### config.mk
export PLATFORM = sky130hd
export DESIGN_NAME = irq_router
export DESIGN_NICKNAME = d
export VERILOG_FILES = /design/src/rtl/irq_router.sv
export SDC_FILE = /design/constraint.sdc
export NUM_CORES = 2
export LEC_CHECK = 0
export BUFFER_PORTS_ARGS = -buffer_cell sky130_fd_sc_hd__clkbuf_2
export CELL_PAD_IN_SITES_DETAIL_PLACEMENT = 0
export CELL_PAD_IN_SITES_GLOBAL_PLACEMENT = 1
export CORE_UTILIZATION = 50
export DETAILED_ROUTE_END_ITERATION = 10
export HOLD_SLACK_MARGIN = 0.15
export PLACE_DENSITY = 0.79
export SYNTH_ARGS = -nofsm -noshare
export SYNTH_HDL_FRONTEND = slang
export SYNTH_SLANG_ARGS = --single-unit
### constraint.sdc
create_clock -name clk -period 4.2 [get_ports clk]
set_input_delay 0.63 -clock clk [delete_from_list [all_inputs] [get_ports clk]]
set_output_delay 0.63 -clock clk [all_outputs]
set_load 0.03 [all_outputs]
### src/rtl/irq_router.sv
module irq_router #(
  parameter int N_SRC   = 32,
  parameter int N_HW    = 16,
  parameter int N_LINES = 5,
  parameter int SEL_W   = 4,
  parameter int TID_W   = 23,
  parameter int ADDR_W  = 10,
  parameter int DATA_W  = 64
) (
  input  logic              clk,
  input  logic              rst_n,
  input  logic              reg_we,
  input  logic [ADDR_W-1:0] reg_addr,
  input  logic [DATA_W-1:0] reg_wdata,
  output logic [DATA_W-1:0] reg_rdata,
  input  logic [N_HW-1:0]   hw_irq,
  output logic [N_LINES-1:0] irq_out
);
  localparam int IDX_W   = $clog2(N_SRC);
  localparam int WORD_LSB = 3;
  localparam int TID_LSB = 8;
  localparam int EN_BIT  = TID_LSB + TID_W;
  localparam logic [1:0] RG_CFG = 2'd0, RG_PEND = 2'd1, RG_SET = 2'd2, RG_CLR = 2'd3;

  logic [1:0]       region;
  logic [IDX_W-1:0] idx;
  logic             cfg_wr;
  logic [N_SRC-1:0] set_mask, clr_mask, hw_rise, pend_q, en_q;
  logic [N_SRC-1:0][SEL_W-1:0] sel_q;
  logic [N_SRC-1:0][TID_W-1:0] tid_q;
  logic [N_HW-1:0]  hw_prev;
  logic [N_LINES-1:0][N_SRC-1:0] hit;
  logic             unused_bits;

  assign region   = reg_addr[ADDR_W-1 -: 2];
  assign idx      = reg_addr[WORD_LSB +: IDX_W];
  assign cfg_wr   = reg_we && region == RG_CFG;
  assign set_mask = (reg_we && region == RG_SET) ? reg_wdata[N_SRC-1:0] : '0;
  assign clr_mask = (reg_we && region == RG_CLR) ? reg_wdata[N_SRC-1:0] : '0;
  assign hw_rise  = {{(N_SRC-N_HW){1'b0}}, hw_irq & ~hw_prev};
  assign unused_bits = ^{reg_addr, reg_wdata};

  for (genvar i = 0; i < N_SRC; i++) begin : g_cfg
    always_ff @(posedge clk or negedge rst_n) begin
      if (!rst_n) begin
        en_q[i]  <= 1'b0;
        sel_q[i] <= '0;
        tid_q[i] <= '0;
      end else if (cfg_wr && idx == IDX_W'(i)) begin
        en_q[i]  <= reg_wdata[EN_BIT];
        sel_q[i] <= reg_wdata[SEL_W-1:0];
        tid_q[i] <= reg_wdata[TID_LSB +: TID_W];
      end
    end
  end

  always_ff @(posedge clk or negedge rst_n) begin
    if (!rst_n) begin
      hw_prev <= '0;
      pend_q  <= '0;
    end else begin
      hw_prev <= hw_irq;
      pend_q  <= (pend_q & ~clr_mask) | set_mask | hw_rise;
    end
  end

  for (genvar k = 0; k < N_LINES; k++) begin : g_line
    for (genvar i = 0; i < N_SRC; i++) begin : g_src
      assign hit[k][i] = pend_q[i] & en_q[i] & (sel_q[i] == SEL_W'(k));
    end
    assign irq_out[k] = |hit[k];
  end

  always_comb begin
    reg_rdata = '0;
    case (region)
      RG_CFG: begin
        reg_rdata[SEL_W-1:0]         = sel_q[idx];
        reg_rdata[TID_LSB +: TID_W]  = tid_q[idx];
        reg_rdata[EN_BIT]            = en_q[idx];
      end
      RG_PEND: reg_rdata[N_SRC-1:0] = pend_q;
      default: reg_rdata = '0;
    endcase
  end
endmodule

==> summary.txt <==
routability-driven placement congestion ratio: 0.944
number of instances in the synthesized netlist: 3378
count of nets after finishing: 3577
count of cell types in the netlist: 56
commonest cells after routing, fill and taps aside: sky130_fd_sc_hd__dfrtp_1, sky130_fd_sc_hd__mux2_2, sky130_fd_sc_hd__mux2i_1
met3 usage: 5.82%
GR Layer Usage met1: 43.8%
buffers inserted during post-CTS setup optimization: 0
clock period minus worst slack: 4140 ps
number of buffers created by CTS: 100
worst hold path class: input port to flip-flop
clock latency at the later pin of the worst-skew pair: 680 ps
detailed-route wire length: 147 mm
post-synthesis cell area: 45600 um2
largest delay contributor family on the critical path: compound AO/OA/AOI/OAI gates
met2 Resource Use GR: 50.7%
Clock Root Buffer: sky130_fd_sc_hd__clkbuf_16
status: finished clean
synthesized flop and latch total: 944
most common cell after layout, fill and taps aside: sky130_fd_sc_hd__dfrtp_1
Final Power: 22.2 mW
Critical Path End Type: primary output
placed wire-length estimate after detailed placement: 95.5 mm
clock transition at the registers of the reported paths: 60 ps
count of nets left with antenna violations after detail routing: 0
delay of the slowest cell on the worst path: 710 ps
worst endpoint data arrival time: 3510 ps
share of flip-flops with an asynchronous set or reset after synthesis: 100%
number of H-tree branching levels: 3
share of final-layout standard cells stronger than drive strength 1: 41.4%
wire length of the first global-routing pass: 217 mm
detailed-route via count: 30400
number of clock sinks: 944
maximum net fanout on the critical path: 66
static leakage: 24.7 nW
number of antenna diodes: 0
synthesized area per cell: 13.5 um2
WL per Instance: 31.0 um
Post-synth EDFFs: 0
cell with the largest stage delay on the worst path: sky130_fd_sc_hd__a2111oi_1
sum of overflow across all layers after global routing: 0
Worst Tran Pin Value: 1080 ps
Critical Path, Cell by Cell: buf_8, buf_12, mux2i_1, a221oi_1, o21ai_0, a2111oi_1, buf_4, clkbuf_2
Crit Path Class: input port to primary output
utilization after layout: 57.0%
Most Used Layer, Global Route: met2
Starting DRT DRC Count: 2569
FP Rows: 110
warnings from Yosys: 0
Non-Filler Cell Area, Final: 51300 um2
Std-Cell Core Area: 90100 um2
kind of start point of the critical path: input port
final setup vio count: 0
slew margin rel.: 26.1%
clock tree from TritonCTS: done
Starting Density: 50.6%
Crit path required time: 3570 ps
Clock Skews: 2.88 ps
count of TritonRoute iterations in the first routing pass: 5
Max Root-Sink Buffers: 3
initial antenna violation count: 11
number of max-cap violations: 0
worst path bufs/invs: 4
vias per std cell: 6.42
maximum vdd drop: 356 uV
Fin. Hold Viols: 0
width of the die: 304 um
unrepaired setup endpoints after global routing: no
Total Die Area: 92400 um2
chip height: 304 um
number of global-route vias before repair: 31700
share of the clock period used by the worst path: 98.6%
smallest hold slack: 247 ps
largest net degree at the start of global routing: 120
Main synth FF type: sky130_fd_sc_hd__dfrtp_1
Pwr per Cell Area: 433 nW/um2
gr usage total: 31.9%
number of remaining DRC errors: 0
area added between synthesis and finish: 12.6%
Fmax: 241 MHz
Placement Cell Area: 47700 um2
Final Slew Violations: 0
Seq/Total Area, Yosys: 51.8%
number of primary I/O pins: 162
IO buf count: 94
[cells in the mapped netlist (9+ instances only)]
cell type	n	share of area [%]
sky130_fd_sc_hd__o21ai_0	62	0.68
sky130_fd_sc_hd__nor4_1	34	0.47
sky130_fd_sc_hd__nand3b_1	35	0.58
sky130_fd_sc_hd__nand3_1	42	0.46
sky130_fd_sc_hd__buf_4	67	1.1
sky130_fd_sc_hd__mux2_1	10	0.25
sky130_fd_sc_hd__nor2b_1	63	0.86
sky130_fd_sc_hd__buf_2	93	1.0
sky130_fd_sc_hd__o211ai_1	16	0.26
sky130_fd_sc_hd__mux2i_1	228	5.0
sky130_fd_sc_hd__o221ai_1	16	0.31
sky130_fd_sc_hd__a211oi_1	48	0.79
sky130_fd_sc_hd__a21oi_1	22	0.24
sky130_fd_sc_hd__dfrtp_1	944	52
sky130_fd_sc_hd__mux4_2	120	5.9
sky130_fd_sc_hd__nor4bb_1	27	0.59
sky130_fd_sc_hd__inv_1	33	0.27
sky130_fd_sc_hd__nor2_1	92	0.76
sky130_fd_sc_hd__nand2b_1	11	0.15
sky130_fd_sc_hd__o22ai_1	50	0.69
sky130_fd_sc_hd__nand2_2	32	0.44
sky130_fd_sc_hd__clkbuf_1	125	1.0
sky130_fd_sc_hd__a2111oi_0	41	0.79
sky130_fd_sc_hd__nor4b_1	16	0.31
sky130_fd_sc_hd__mux2_2	886	22
sky130_fd_sc_hd__nor3_1	9	0.099
sky130_fd_sc_hd__nand4_1	32	0.44
sky130_fd_sc_hd__nand2_1	134	1.1
[repair_timing]
action                                  CTS  global route
endpoints found under the hold margin    80             0
gates resized for setup                   3             7
endpoints found under the setup margin    3             6
hold buffers                             17             0
[worst reg2reg max path: stages, from the launching register on]
cell and delay (ps):
sky130_fd_sc_hd__dfrtp_1 470, sky130_fd_sc_hd__buf_4 240, sky130_fd_sc_hd__nand2_1 70, sky130_fd_sc_hd__o21ai_0 110
[metrics by stage]
step / TNS, ps / setup slack, ps / cells
floorplan: 0 / 297 / 3409
finish: 0 / 59.0 / 4740
global placement: -23.2 / -15.9 / 4541
detailed placement: -11.8 / -11.8 / 4541
CTS: 0 / 15.2 / 4740
global route: 0 / 3.87 / 4740
[cell type report]
cell class,instances,area [um2]
repair buffers,273,2300
clock inverters,35,457
inverters,33,124
well taps,1176,1470
flip-flops and latches,944,23600
fillers,7195,38800
multi-input cells,2132,20400
clock buffers,147,2960
[power by group]
part           internal (mW)  total (mW)  leakage [nW]  switching (mW)
registers               9.85        10.4          12.7           0.586
logic                   1.20        2.63          10.2            1.43
clock network           5.38        9.15          1.70            3.77
total                   16.4        22.2          24.7            5.78
[path summary, 6_finish.rpt]
kind	startpoint	to	slack, ps	cells after the start
hold reg to reg	hw_prev[5]	pend_q[5]	470	1
max in group asynchronous	rst_n	tid_q[105]	2300	3
setup / recovery	reg_addr[4]	reg_rdata[0]	60	8
setup reg to reg	pend_q[22]	pend_q[22]	3150	3
hold / removal	reg_wdata[4]	pend_q[4]	250	4
min in group asynchronous	rst_n	tid_q[388]	570	2
[state kept, by name, summed over array words and instances, names as in the netlist]
| name | count |
|---|---|
| hw_prev | 16 |
| sel_q | 128 |
| pend_q | 32 |
| en_q | 32 |
| tid_q | 736 |
[per-layer routing]
layer	vias to the layer above	part of all wire, %
met5	-	0.054
met4	12	4.0
met3	315	7.2
met2	1230	47
met1	16200	42
li1	12700	-
[logic make-up after synthesis]
family                 after synthesis  share of synthesized area, %
DFF                                944                          51.8
muxes                             1244                          33.1
and+or+nand+nor                    567                          6.96
other                                1                       0.00823
AOI/OAI and AO/OA                  289                          4.37
buffers and inverters              333                          3.77
(Power assumes the default switching activity.)
